<file path="config.mk">
export PLATFORM = sky130hd
export DESIGN_NAME = pwm_window_chan
export DESIGN_NICKNAME = d
export VERILOG_FILES = /design/src/rtl/pwm_pkg.sv /design/src/rtl/pwm_cfg_regs.sv /design/src/rtl/pwm_prescaler.sv /design/src/rtl/pwm_edge_gen.sv /design/src/rtl/pwm_window_chan.sv
export SDC_FILE = /design/constraint.sdc
export NUM_CORES = 1
export LEC_CHECK = 0
export ABC_AREA = 1
export BUFFER_PORTS_ARGS = -buffer_cell sky130_fd_sc_hd__buf_2
export CAP_MARGIN = 5
export CORE_ASPECT_RATIO = 0.6
export CORE_MARGIN = 5
export CORE_UTILIZATION = 55
export CTS_CLUSTER_SIZE = 12
export DETAILED_ROUTE_END_ITERATION = 8
export GPL_ROUTABILITY_DRIVEN = 0
export PLACE_DENSITY = 0.74
export SLEW_MARGIN = 20
export SYNTH_ARGS = -nofsm -noshare
export SYNTH_HDL_FRONTEND = slang
export SYNTH_SLANG_ARGS = --single-unit
</file>
<file path="constraint.sdc">
create_clock -name clk -period 4.4 [get_ports clk]
set_clock_uncertainty 0.2 [all_clocks]
set_input_delay 1.1 -clock clk [delete_from_list [all_inputs] [get_ports clk]]
set_output_delay 1.1 -clock clk [all_outputs]
set_load 0.01 [all_outputs]
</file>
<file path="src/rtl/pwm_pkg.sv">
package pwm_pkg;
    typedef enum logic [1:0] {
        SEL_CTRL   = 2'd0,
        SEL_LENGTH = 2'd1,
        SEL_WINDOW = 2'd2
    } reg_sel_e;

    localparam int unsigned CTRL_OUT_BIT = 0;
    localparam int unsigned CTRL_RUN_BIT = 1;
    localparam int unsigned CTRL_INV_BIT = 2;
    localparam int unsigned CTRL_DH_LSB  = 3;
endpackage

</file>
<file path="src/rtl/pwm_cfg_regs.sv">
module pwm_cfg_regs #(
    parameter int unsigned CNT_W  = 8,
    parameter int unsigned DIVL_W = 8,
    parameter int unsigned DIVH_W = 4,
    parameter int unsigned DATA_W = 16
) (
    input  logic              clk,
    input  logic              rst_n,
    input  logic              wr_en,
    input  logic [1:0]        wr_sel,
    input  logic [DATA_W-1:0] wr_data,
    input  logic              wrap_i,
    output logic              out_en_o,
    output logic              run_en_o,
    output logic              inv_o,
    output logic [DIVH_W-1:0] div_h_o,
    output logic [DIVL_W-1:0] div_l_o,
    output logic [CNT_W-1:0]  period_o,
    output logic [CNT_W-1:0]  rise_o,
    output logic [CNT_W-1:0]  fall_o
);
    import pwm_pkg::*;

    localparam int unsigned DL_LSB = CTRL_DH_LSB + DIVH_W;

    typedef struct packed {
        logic              out_en;
        logic              run_en;
        logic              inv;
        logic [DIVH_W-1:0] dh_s;
        logic [DIVL_W-1:0] dl_s;
        logic [CNT_W-1:0]  per_s;
        logic [CNT_W-1:0]  rise_s;
        logic [CNT_W-1:0]  fall_s;
        logic [DIVH_W-1:0] dh_w;
        logic [DIVL_W-1:0] dl_w;
        logic [CNT_W-1:0]  per_w;
        logic [CNT_W-1:0]  rise_w;
        logic [CNT_W-1:0]  fall_w;
    } cfg_t;

    cfg_t st_d, st_q;

    always_comb begin
        st_d = st_q;
        if (wr_en) begin
            case (wr_sel)
                SEL_CTRL: begin
                    st_d.out_en = wr_data[CTRL_OUT_BIT];
                    st_d.run_en = wr_data[CTRL_RUN_BIT];
                    st_d.inv    = wr_data[CTRL_INV_BIT];
                    st_d.dh_s   = wr_data[CTRL_DH_LSB +: DIVH_W];
                    st_d.dl_s   = wr_data[DL_LSB +: DIVL_W];
                end
                SEL_LENGTH: st_d.per_s = wr_data[CNT_W-1:0];
                SEL_WINDOW: begin
                    st_d.rise_s = wr_data[0 +: CNT_W];
                    st_d.fall_s = wr_data[CNT_W +: CNT_W];
                end
                default: ;
            endcase
        end
        // working copy follows the shadow at a period wrap or while stopped
        if (wrap_i || !st_q.run_en) begin
            st_d.dh_w   = st_q.dh_s;
            st_d.dl_w   = st_q.dl_s;
            st_d.per_w  = st_q.per_s;
            st_d.rise_w = st_q.rise_s;
            st_d.fall_w = st_q.fall_s;
        end
    end

    always_ff @(posedge clk or negedge rst_n) begin
        if (!rst_n) st_q <= '0;
        else        st_q <= st_d;
    end

    assign out_en_o = st_q.out_en;
    assign run_en_o = st_q.run_en;
    assign inv_o    = st_q.inv;
    assign div_h_o  = st_q.dh_w;
    assign div_l_o  = st_q.dl_w;
    assign period_o = st_q.per_w;
    assign rise_o   = st_q.rise_w;
    assign fall_o   = st_q.fall_w;

    AST_WORKING_HELD: assert property (@(posedge clk) disable iff (!rst_n) (st_q.run_en && !wrap_i) |=> ($stable(st_q.per_w) && $stable(st_q.rise_w) && $stable(st_q.fall_w))) else $error("working copy changed mid-period");
endmodule

</file>
<file path="src/rtl/pwm_prescaler.sv">
module pwm_prescaler #(
    parameter int unsigned DIVL_W = 8,
    parameter int unsigned DIVH_W = 4
) (
    input  logic              clk,
    input  logic              rst_n,
    input  logic              run_i,
    input  logic [DIVL_W-1:0] div_l_i,
    input  logic [DIVH_W-1:0] div_h_i,
    output logic              tick_o
);
    localparam int unsigned EXP_W = (1 << DIVH_W) - 1;

    typedef struct packed {
        logic [DIVL_W-1:0] lin;
        logic [EXP_W-1:0]  expo;
    } pre_t;

    pre_t st_d, st_q;
    logic [EXP_W-1:0] exp_mask;
    logic             lin_end;
    logic             exp_end;

    always_comb begin
        exp_mask = ~({EXP_W{1'b1}} << div_h_i);
        lin_end  = (st_q.lin == div_l_i);
        exp_end  = (st_q.expo == exp_mask);
        tick_o   = run_i && lin_end && exp_end;
        st_d     = st_q;
        if (!run_i) begin
            st_d = '0;
        end else if (lin_end) begin
            st_d.lin  = '0;
            st_d.expo = exp_end ? '0 : st_q.expo + 1'b1;
        end else begin
            st_d.lin = st_q.lin + 1'b1;
        end
    end

    always_ff @(posedge clk or negedge rst_n) begin
        if (!rst_n) st_q <= '0;
        else        st_q <= st_d;
    end

    AST_LIN_RANGE: assert property (@(posedge clk) disable iff (!rst_n) run_i |-> (st_q.lin <= div_l_i)) else $error("linear stage out of range");
    AST_EXP_RANGE: assert property (@(posedge clk) disable iff (!rst_n) run_i |-> (st_q.expo <= exp_mask)) else $error("power stage out of range");
endmodule

</file>
<file path="src/rtl/pwm_edge_gen.sv">
module pwm_edge_gen #(
    parameter int unsigned CNT_W = 8
) (
    input  logic             clk,
    input  logic             rst_n,
    input  logic             run_i,
    input  logic             tick_i,
    input  logic [CNT_W-1:0] period_i,
    input  logic [CNT_W-1:0] rise_i,
    input  logic [CNT_W-1:0] fall_i,
    output logic             wrap_o,
    output logic             active_o
);
    typedef struct packed {
        logic [CNT_W-1:0] pos;
    } pos_t;

    pos_t st_d, st_q;

    always_comb begin
        wrap_o = tick_i && (st_q.pos == period_i);
        st_d   = st_q;
        if (!run_i)      st_d.pos = '0;
        else if (wrap_o) st_d.pos = '0;
        else if (tick_i) st_d.pos = st_q.pos + 1'b1;

        if (rise_i == fall_i)     active_o = 1'b1;
        else if (rise_i < fall_i) active_o = (st_q.pos >= rise_i) && (st_q.pos < fall_i);
        else                      active_o = (st_q.pos >= rise_i) || (st_q.pos < fall_i);
    end

    always_ff @(posedge clk or negedge rst_n) begin
        if (!rst_n) st_q <= '0;
        else        st_q <= st_d;
    end

    AST_POS_RANGE: assert property (@(posedge clk) disable iff (!rst_n) run_i |-> (st_q.pos <= period_i)) else $error("position beyond terminal");
    AST_STOP_CLEARS: assert property (@(posedge clk) disable iff (!rst_n) !run_i |=> (st_q.pos == '0)) else $error("counter not cleared when stopped");
endmodule

</file>
<file path="src/rtl/pwm_window_chan.sv">
module pwm_window_chan #(
    parameter int unsigned CNT_W  = 8,
    parameter int unsigned DIVL_W = 8,
    parameter int unsigned DIVH_W = 4,
    parameter int unsigned DATA_W = 16
) (
    input  logic              clk,
    input  logic              rst_n,
    input  logic              wr_en,
    input  logic [1:0]        wr_sel,
    input  logic [DATA_W-1:0] wr_data,
    output logic              pwm_o
);
    logic              out_en, run_en, inv, tick, wrap, active;
    logic [DIVH_W-1:0] div_h;
    logic [DIVL_W-1:0] div_l;
    logic [CNT_W-1:0]  period, rise, fall;

    pwm_cfg_regs #(.CNT_W(CNT_W), .DIVL_W(DIVL_W), .DIVH_W(DIVH_W), .DATA_W(DATA_W)) u_cfg (
        .clk(clk), .rst_n(rst_n), .wr_en(wr_en), .wr_sel(wr_sel), .wr_data(wr_data),
        .wrap_i(wrap), .out_en_o(out_en), .run_en_o(run_en), .inv_o(inv),
        .div_h_o(div_h), .div_l_o(div_l), .period_o(period), .rise_o(rise), .fall_o(fall)
    );

    pwm_prescaler #(.DIVL_W(DIVL_W), .DIVH_W(DIVH_W)) u_pre (
        .clk(clk), .rst_n(rst_n), .run_i(run_en), .div_l_i(div_l), .div_h_i(div_h), .tick_o(tick)
    );

    pwm_edge_gen #(.CNT_W(CNT_W)) u_edge (
        .clk(clk), .rst_n(rst_n), .run_i(run_en), .tick_i(tick),
        .period_i(period), .rise_i(rise), .fall_i(fall), .wrap_o(wrap), .active_o(active)
    );

    assign pwm_o = (out_en && run_en && active) ^ inv;

    AST_WRAP_ON_TICK: assert property (@(posedge clk) disable iff (!rst_n) wrap |-> tick) else $error("wrap without tick");
    AST_STOP_NO_TICK: assert property (@(posedge clk) disable iff (!rst_n) !run_en |-> !tick) else $error("tick while stopped");
endmodule

</file>
==> results of run 1 <==
## worst max-delay path, stage by stage, from the launching register on
cell,delay [ps]
dfrtp_1,470
ha_1,320
a21oi_1,180
nor2_1,70
nor3_1,130
nand2_1,80
o21ai_0,150
nand2_1,140
nand2_1,90
nand2_1,50
nand2_1,50
buf_2,120
## per-stage QoR
stage,setup slack (ps),utilization [%]
final,898,62.0
after global routing,639,62.0
after CTS,906,62.0
after detailed placement,1290,59.1
after global placement,1330,59.1
after floorplan,1610,-
## state kept, by name, indices dropped and copies added, names as in the netlist
signal	flops
u_cfg.div_h_o	4
u_cfg.div_l_o	8
u_cfg.fall_o	8
u_cfg.inv_o	1
u_cfg.out_en_o	1
u_cfg.period_o	8
u_cfg.rise_o	8
u_cfg.run_en_o	1
u_cfg.st_q	36
u_edge.st_q	8
u_pre.st_q	23
## cells in the final DEF, fill, tap and decap left out, drive strengths merged, types with 3 or more instances in the layout
cell      n
a21oi    18
buf      24
clkbuf   12
dfrtp   106
ha       26
inv      75
nand2   191
nand3   104
nand3b    3
nand4    15
nor2     40
nor3      7
o21ai    53
o22ai    10
xnor2     9
xor2     22
## per-layer routing
| layer | track usage (%) | wire [um] | vias to the layer above |
|---|---|---|---|
| met5 | 0 | 0 | - |
| met1 | 32.7 | 6640 | 2277 |
| met2 | 33.6 | 5360 | 126 |
| li1 | - | - | 2341 |
| met3 | 4.86 | 642 | 13 |
| met4 | 6.27 | 178 | 0 |
## cell type report
type	count	area (sq um)
fill	887	3810
multi-input combinational	504	2670
sequential	106	2650
inverter	73	274
clock buffer	12	256
tap	135	169
timing repair buffer	24	155
clock inverter	4	33.8
## logic make-up (layout without fill, tap and decap cells)
| group | count (synthesis) | count (layout) |
|---|---|---|
| AO/OA/AOI/OAI | 82 | 82 |
| buffers and inverters | 101 | 113 |
| multiplexers | 1 | 1 |
| flip-flops | 106 | 106 |
| XOR/XNOR | 31 | 31 |
| adder cells (fa/ha/maj) | 26 | 26 |
| AND/OR/NAND/NOR | 364 | 364 |
## worst paths after layout
kind                                start               to  slack (ps)  cells past startpoint
min reg2reg                u_cfg.st_q[44]   u_cfg.st_q[44]         290                      2
max in group asynchronous           rst_n  u_cfg.rise_o[5]        2700                      2
min                        u_cfg.st_q[44]   u_cfg.st_q[44]         290                      2
max reg2reg                u_edge.st_q[4]  u_cfg.rise_o[1]        1610                      9
min in group asynchronous           rst_n    u_pre.st_q[6]         560                      1
max                        u_edge.st_q[5]            pwm_o         900                     11
## power breakdown
part           internal [uW]  switching [uW]  total (uW)
Clock                    421             361         782
Sequential              1120             143        1270
Combinational            262             480         742
Total                   1810             985        2790
==> metrics.cfg, run 1 <==
[yosys]
yosys_most_used_dff=dfrtp_1
synth_common_cells=187 x nand2_1, 106 x dfrtp_1, 103 x nand3_1
seq_area_frac_synth_pct=46.1
synth-simple-area-share_pct=28.5
yosys_warnings=0
synth_seq_cells=106
yosysTopAreaCell=dfrtp_1
synth_cell_types=31
synth-edff-count=0
synth_mux_area_share_pct=0.196
synth_top_area_share_pct=46.1
synthesis.nets=758
synth_area_leaders=dfrtp_1 46%, nand2_1 12%, nand3_1 9.0%, ha_1 5.7%, inv_1 4.3%
async_reset_ff_share_pct=100
synth_xor_area_share_pct=4.72
synth_top_family_by_area=simple AND/OR/NAND/NOR gates
netlist_instances=711
synthAdderAreaFrac_pct=5.66
synth_compound_area_share_pct=7.40
synth_area_sq_um=5750
synthMostInstantiatedCell=nand2_1
synth.avg_cell_area_sq_um=8.09

[clocking]
cts_max_path_buffers=2
postCtsHoldBufs=0
cts_htree_levels=3
clkTransAtPathRegs_ps=70
post-cts-setup-buffer-count=0
cts_tree=yes
cts.sinks=106
numCtsBuffers=9
insertion_delay_ps=350
cts_resized=0
cts_root_buf=clkbuf_16

[critical_path]
arrival_ps=2200
worst_setup_path_end_kind=output pin
cp-start-kind=flip-flop
cp_data_required_time_ps=3100
path_class=reg -> out
cp_max_fo=7

[finish]
fin_cells=858
diodes=0
post-route-cell-area_sq_um=6210
area_growth_pct=8.07
drive_gt1_share_pct=8.16
nNetsFinal=765

[die]
die_y_um=89.2
fp.dieW_um=142
ios=22
placementRows=28
design.core.area_sq_um=10000
die-area_sq_um=12700
start_util_pct=57.4

[global_routing]
grt_pass1_vias=4550
track_usage_pct=22.3
grt_pass1_wl_mm=22.4
grt_max_degree=61
grt_overflow=0
antenna_found_initial=0

[sta]
finalSetupViolCount=0
rsz0062_at_grt=no
fin_crit_sh_pct=79.6
period_minus_slack_ps=3500
hold_viol=0
tns_ps=0
max_freq_mhz=286
maxSlewHeadroom_pct=36.3
tightest_slew_ps=953
maxSlewViolCount=0
whs_ps=286

[placement]
dp_hpwl_mm=9.01
place_inst=842
port_buffers=21
dpl_cell_area_sq_um=5920

[routing]
antenna_left=0
vias=4757
drt_iter0_drc=427
viasPerCell=5.54
drcViolationCount=0
first_pass_iters=5
wl_per_cell_um=14.9
drt-total-wl_mm=12.8

[worst_hold_path]
hold_class=reg -> reg

[pwr]
power_uw=2790
peakVddDrop_v=0.000244
powerDensity_nw_per_um2=449
power_leakage_uw=0.00323

[job]
drv_cap=0

[status]
outcome=finished, final reports clean

No activity file was read; power rests on OpenSTA's default activity.
==> run 2, diff against run 1 <==
==> constraint.sdc (replaced) <==
create_clock -name clk -period 3.6 [get_ports clk]
set_clock_uncertainty 0.2 [all_clocks]
set_input_delay 0.9 -clock clk [delete_from_list [all_inputs] [get_ports clk]]
set_output_delay 0.9 -clock clk [all_outputs]
set_load 0.01 [all_outputs]
==> run 2 against run 1 <==
Cell area is 0.30% higher; count of clock-buffer cells in the layout is the same; critical path depth unchanged; routed wire length is 4.4% higher; non-clock buffer count up 3; total power increased by 24%; global-route usage is 0.56 points higher; combinational power is 24% higher; register-to-register slack lost 570 ps; flip-flop and latch count is the same.
==> metrics.cfg, run 2 (synthesis gave the netlist of run 1 again) <==
[status]
outcome=finished, final reports clean

[routing]
viasPerCell=5.60  ; +1.0%
drcViolationCount=0  ; unchanged
antenna_left=0  ; unchanged
first_pass_iters=5  ; unchanged
drt_iter0_drc=382  ; -11%
drt-total-wl_mm=13.4  ; +4.4%
vias=4822  ; +1.4%
wl_per_cell_um=15.6  ; +4.1%

[critical_path]
worst_path_most_repeated_cell=nand2_1
worst_setup_path_end_kind=output pin
worst_path_max_delay_cell=dfrtp_2
rr_endpoint=u_cfg.rise_o[4]
cp-start-kind=flip-flop
startpoint=u_edge.st_q[5]
cp_data_required_time_ps=2500  ; -600 ps
crit_chain=ha_1, a21oi_1, nor2_1, nor3_1, nand2_1, o21ai_0, nand2_1, nand2_1, nand2_1, nand2_1, buf_2
path_class=reg -> out
critPathMaxStageDelay_ps=470  ; about the same
cp_num_cells=11  ; unchanged
reg2reg_depth=9  ; unchanged
path_buf_inv=1  ; unchanged
arrival_ps=2180  ; -20 ps
crit_end=pwm_o
ff2ff_setup_slack_ps=1040  ; -570 ps
crit_family=simple AND/OR/NAND/NOR gates
cp_max_fo=7  ; unchanged
r2r_start=u_cfg.div_h_o[3]

[clocking]
numCtsBuffers=9  ; unchanged
cts_htree_levels=3  ; unchanged
cts_max_path_buffers=2  ; unchanged
cts_root_buf=clkbuf_16
cts_tree=yes
clkTransAtPathRegs_ps=70  ; about the same
insertion_delay_ps=350  ; about the same
cts.sinks=106  ; unchanged
postCtsHoldBufs=0  ; unchanged

[die]
die-area_sq_um=12700  ; unchanged
ios=22  ; unchanged
die_y_um=89.2  ; unchanged
design.core.area_sq_um=10000  ; unchanged
fp.dieW_um=142  ; unchanged
start_util_pct=57.4  ; unchanged
placementRows=28  ; unchanged

[global_routing]
grt_max_degree=67  ; +9.8%
grt_pass1_wl_mm=23.1  ; +2.7%
grt_overflow=0  ; unchanged
track_usage_pct=22.8  ; +0.56 points
antenna_found_initial=0  ; unchanged
grt_pass1_vias=4618  ; +1.5%

[finish]
drive_gt1_share_pct=8.54  ; +0.38 points
area_growth_pct=8.40
reg_top3=u_cfg.st_q (36), u_pre.st_q (23)
final_cell_mix=187 x nand2_1, 105 x dfrtp_1, 103 x nand3_1
post-route-cell-area_sq_um=6230  ; +0.30%
nNetsFinal=768  ; +0.39%
largest_register=u_cfg.st_q
largest_reg_flops=36  ; unchanged
final_common_cell=nand2_1
diodes=0  ; unchanged
n_fill_cell=855  ; -3.6%

[sta]
tightest_slew_ps=953  ; -0.370 ps
tns_ps=0  ; unchanged
finalSetupViolCount=0  ; unchanged
maxSlewHeadroom_pct=36.3  ; about the same
whs_ps=292  ; +5.55 ps
rsz0062_at_grt=no
max_freq_mhz=305
fin_crit_sh_pct=91.0
hold_viol=0  ; unchanged
period_minus_slack_ps=3280
maxSlewViolCount=0  ; unchanged
fin_ws_ps=324  ; -574 ps

[pwr]
powerDensity_nw_per_um2=556  ; +24%
power_leakage_uw=0.00324  ; +0.36%
peakVddDrop_v=0.000268  ; +9.7%
power_uw=3460  ; +24%

[worst_hold_path]
hold_class=reg -> reg

[placement]
dp_hpwl_mm=9.37  ; +4.0%
dpl_cell_area_sq_um=5930  ; +0.17%
port_buffers=21  ; unchanged
pre_cts_slack_ps=684  ; -602 ps

[job]
drv_cap=0  ; unchanged

==> run 2: power by group <==
group / total [uW] / switching [uW] / internal (uW)
clock network: 997 / 437 / 559
logic: 920 / 600 / 320
registers: 1550 / 173 / 1370
total: 3460 / 1210 / 2250
==> run 2: final cells by class <==
class	instances	area, sq um	area share [%]
flip-flops and latches	106	2650	42.6
repair buffers	27	165	2.65
well taps	135	169	2.71
multi-input cells	504	2670	42.9
inverters	73	274	4.40
clock buffers	12	246	3.96
clock inverters	4	51.3	0.823
==> run 2: timing repair <==
| item | CTS | global route |
|---|---|---|
| resized for setup | 0 | 1 |
| endpoints found under the setup margin | 0 | 1 |
| buffers inserted | 0 | 0 |
==> run 2: worst min-delay path by stage <==
stage,start,to,slack (ps),cells after the start
2_1_floorplan,u_cfg.out_en_o,u_cfg.out_en_o,250,2
6_report,u_cfg.st_q[66],u_cfg.st_q[66],290,2
3_3_place_gp,u_cfg.out_en_o,u_cfg.out_en_o,270,2
5_1_grt,u_cfg.st_q[46],u_cfg.st_q[46],310,2
3_5_place_dp,u_cfg.st_q[48],u_cfg.st_q[48],270,2
4_1_cts,u_cfg.st_q[48],u_cfg.st_q[48],290,2
==> run 2: per-stage QoR <==
step                std cells  utilization [%]
global route              861             62.2
global placement          845             59.2
finish                    861             62.2
detailed placement        845             59.2
floorplan                 711                -
CTS                       861             62.2
==> run 2: tightest hold or removal path: stages (launching register included) <==
cell and delay [ps]:
dfrtp_1 340, nand2_1 50, o21ai_0 60
==> run 2: per-layer routing <==
layer / share of wire, % / GRT usage, %
met5: 0 / 0
met4: 0.78 / 4.70
met3: 8.4 / 5.61
met2: 42 / 33.5
met1: 49 / 34.6
==> run 3, diff against run 2 <==
--- a/config.mk
+++ b/config.mk
@@ -5,7 +5,6 @@
 export SDC_FILE = /design/constraint.sdc
 export NUM_CORES = 1
 export LEC_CHECK = 0
-export ABC_AREA = 1
 export BUFFER_PORTS_ARGS = -buffer_cell sky130_fd_sc_hd__buf_2
 export CAP_MARGIN = 5
 export CORE_ASPECT_RATIO = 0.6
@@ -14,6 +13,7 @@
 export CTS_CLUSTER_SIZE = 12
 export DETAILED_ROUTE_END_ITERATION = 8
 export GPL_ROUTABILITY_DRIVEN = 0
+export HOLD_SLACK_MARGIN = 0.15
 export PLACE_DENSITY = 0.74
 export SLEW_MARGIN = 20
 export SYNTH_ARGS = -nofsm -noshare
==> run 3 against run 2 <==
Setup slack got worse by 150 ps; combinational power decreased by 5.1%; register-to-register slack got worse by 420 ps; global-route usage decreased by 2.6 points; core utilization decreased by 0.67 points; largest cell class unchanged; routed wire length decreased by 15%; hold slack improved by 1.1 ps; flip-flop and latch count unchanged; non-clock buffer count increased by 2; synthesized cell count decreased by 32%; maximum frequency decreased by 4.3%.
==> metrics.cfg, run 3 <==
[yosys]
async_reset_ff_share_pct=100  ; unchanged
yosys_most_used_dff=dfrtp_1
synth_cell_types=56  ; +81%
synth.avg_cell_area_sq_um=11.4  ; +41%
synth_seq_cells=106  ; unchanged
synth-edff-count=0  ; unchanged
synth_area_leaders=dfrtp_1 48%, mux2_2 15%, ha_1 5.9%, xor2_1 4.3%, nand3_1 2.2%
yosysTopAreaCell=dfrtp_1
synth_area_sq_um=5530  ; -3.7%
yosys_warnings=0  ; unchanged
netlist_instances=485  ; -32%
synth_top_area_share_pct=47.9  ; +1.8 points
synthesis.nets=532  ; -30%
synthMostInstantiatedCell=dfrtp_1
synth_common_cells=106 x dfrtp_1, 74 x mux2_2, 29 x nor2_1
seq_area_frac_synth_pct=47.9  ; +1.8 points

[sta]
maxSlewHeadroom_pct=59.9  ; +24 points
tns_ps=0  ; unchanged
maxSlewViolCount=0  ; unchanged
tightest_slew_ps=602  ; -351 ps
period_minus_slack_ps=3420  ; +147 ps
fin_ws_ps=176  ; -147 ps
fin_crit_sh_pct=95.1  ; +4.1 points
hold_viol=0  ; unchanged
finalSetupViolCount=0  ; unchanged
max_freq_mhz=292  ; -4.3%
rsz0062_at_grt=no

[critical_path]
path_buf_inv=1  ; unchanged
worst_path_most_repeated_cell=a21oi_1
crit_family=compound AO/OA/AOI/OAI gates
crit_chain=ha_1, o21ai_0, a21oi_1, or3_1, a21oi_1, nor2_1, o2111ai_1, nand3b_1, buf_2
critPathMaxStageDelay_ps=470  ; about the same
worst_setup_path_end_kind=output pin
cp_max_fo=7  ; unchanged
cp_data_required_time_ps=2500  ; about the same
cp-start-kind=flip-flop
path_class=reg -> out
arrival_ps=2320  ; +140 ps
worst_path_max_delay_cell=dfrtp_1

[global_routing]
grt_overflow=0  ; unchanged
track_usage_pct=20.2  ; -2.6 points
grt_pass1_wl_mm=19.8  ; -14%
grt_pass1_vias=3923  ; -15%
antenna_found_initial=0  ; unchanged
grt_max_degree=69  ; +3.0%

[die]
die_y_um=87.7  ; -1.7%
start_util_pct=56.2  ; -1.2 points
ios=22  ; unchanged
design.core.area_sq_um=9840  ; -1.7%
placementRows=28  ; unchanged
die-area_sq_um=12200  ; -3.4%
fp.dieW_um=140  ; -1.8%

[clocking]
postCtsHoldBufs=0  ; unchanged
clkTransAtPathRegs_ps=80  ; about the same
numCtsBuffers=9  ; unchanged
cts_root_buf=clkbuf_16
cts_htree_levels=3  ; unchanged
cts_tree=yes
cts.sinks=106  ; unchanged
insertion_delay_ps=350  ; about the same
post-cts-setup-buffer-count=0  ; unchanged
cts_max_path_buffers=2  ; unchanged

[finish]
final_core_util_pct=61.5  ; -0.67 points
regArea_sq_um=2650  ; unchanged
reg_top3=u_cfg.st_q (36), u_pre.st_q (23)
n_fill_cell=773  ; -9.6%
final_cell_mix=105 x dfrtp_1, 74 x mux2_2, 29 x nor2_1
area_growth_pct=9.45
drive_gt1_share_pct=26.3  ; +18 points
fin_cells=649  ; -25%
largest_register=u_cfg.st_q
diodes=0  ; unchanged
final_common_cell=dfrtp_1
largest_reg_flops=36  ; unchanged
nNetsFinal=556  ; -28%
multi_input_area_sq_um=2660  ; -0.42%

[pwr]
combinationalPowerShare_pct=25.0  ; -1.5 points
peakVddDrop_v=0.000358  ; +34%
p_sw_uw=1140  ; -6.1%
power_uw=3500  ; +1.0%
power_leakage_uw=0.00275  ; -15%
switching_share_pct=32.5  ; -2.5 points
clockPowerShare_pct=27.5  ; -1.3 points
powerDensity_nw_per_um2=578  ; +3.9%
internal_power_uw=2360  ; +4.9%
seqPwrFrac_pct=47.5  ; +2.8 points

[worst_hold_path]
hold_class=reg -> reg

[routing]
drt-total-wl_mm=11.4  ; -15%
viasPerCell=5.94  ; +6.0%
drt_iter0_drc=341  ; -11%
first_pass_iters=5  ; unchanged
antenna_left=0  ; unchanged
drcViolationCount=0  ; unchanged
vias=3853  ; -20%
wl_per_cell_um=17.6  ; +13%

[placement]
port_buffers=21  ; unchanged
dp_hpwl_mm=8.20  ; -13%
place_inst=633  ; -25%
pre_cts_slack_ps=522  ; -162 ps

[job]
drv_cap=0  ; unchanged

[status]
outcome=finished, final reports clean

## run 3: cell count changes after synthesis, sizes merged, moves of 7 or more
| cell | before | now |
|---|---|---|
| nor2 | 40 | 29 |
| o21ai | 53 | 14 |
| nand2 | 191 | 22 |
| and3 | 2 | 14 |
| mux2 | 1 | 75 |
| nor4 | 0 | 7 |
| nand4 | 15 | 6 |
| nand3 | 104 | 24 |
| inv | 73 | 26 |
| o211ai | 0 | 8 |
## run 3: logic make-up (layout without fill, tap and decap cells)
| kind of cell | after synthesis | count (layout) | share of synthesized area, % |
|---|---|---|---|
| AO/OA/AOI/OAI | 69 | 69 | 9.09 |
| XOR/XNOR | 31 | 31 | 4.91 |
| adder cells (fa/ha/maj) | 26 | 26 | 5.88 |
| buffers and inverters | 42 | 71 | 4.16 |
| flip-flops | 106 | 106 | 47.9 |
| multiplexers | 77 | 77 | 15.6 |
| AND/OR/NAND/NOR | 134 | 134 | 12.4 |
## run 3: path summary, 6_finish.rpt
kind	from	endpoint	slack, ps	cells past startpoint
setup reg to reg	u_cfg.div_h_o[3]	u_cfg.div_l_o[7]	620	8
hold reg to reg	u_cfg.st_q[62]	u_cfg.div_l_o[2]	290	1
setup / recovery	u_edge.st_q[1]	pwm_o	180	9
max in group asynchronous	rst_n	u_pre.st_q[9]	2170	2
hold / removal	u_cfg.st_q[62]	u_cfg.div_l_o[2]	290	1
min in group asynchronous	rst_n	u_cfg.st_q[44]	320	1
## run 3: final cells by class
class | instances | area share, %
Multi-Input combinational cell | 337 | 43.9
Sequential cell | 106 | 43.8
Clock buffer | 9 | 3.72
Timing Repair Buffer | 29 | 2.97
Tap cell | 135 | 2.79
Inverter | 26 | 1.61
Clock inverter | 7 | 1.16
## run 3: through the flow
step	hold WS (ps)	cell area [sq um]
2_1_floorplan	260	5530
3_3_place_gp	279	5760
3_5_place_dp	280	5760
4_1_cts	298	6050
5_1_grt	322	6060
6_report	293	6060
## run 3: power by group through the flow
stage	combinational (uW)	sequential, uW	clock (uW)
floorplan	764	1570	0
global placement	824	1670	0
detailed placement	863	1680	0
CTS	874	1660	983
global route	984	1700	1040
finish	873	1660	962
## run 3: timing repair
item / CTS / global route
gates resized for setup: 0 / 2
hold endpoints to repair: 0 / 0
endpoints found under the setup margin: 0 / 1
## run 3: layer usage
| layer | vias to the layer above | share of wire [%] | global-route usage (%) |
|---|---|---|---|
| li1 | 1788 | - | - |
| met4 | 0 | 0.87 | 4.44 |
| met3 | 13 | 5.2 | 4.80 |
| met2 | 132 | 46 | 32.1 |
| met1 | 1920 | 48 | 28.7 |
| met5 | - | 0 | 0 |
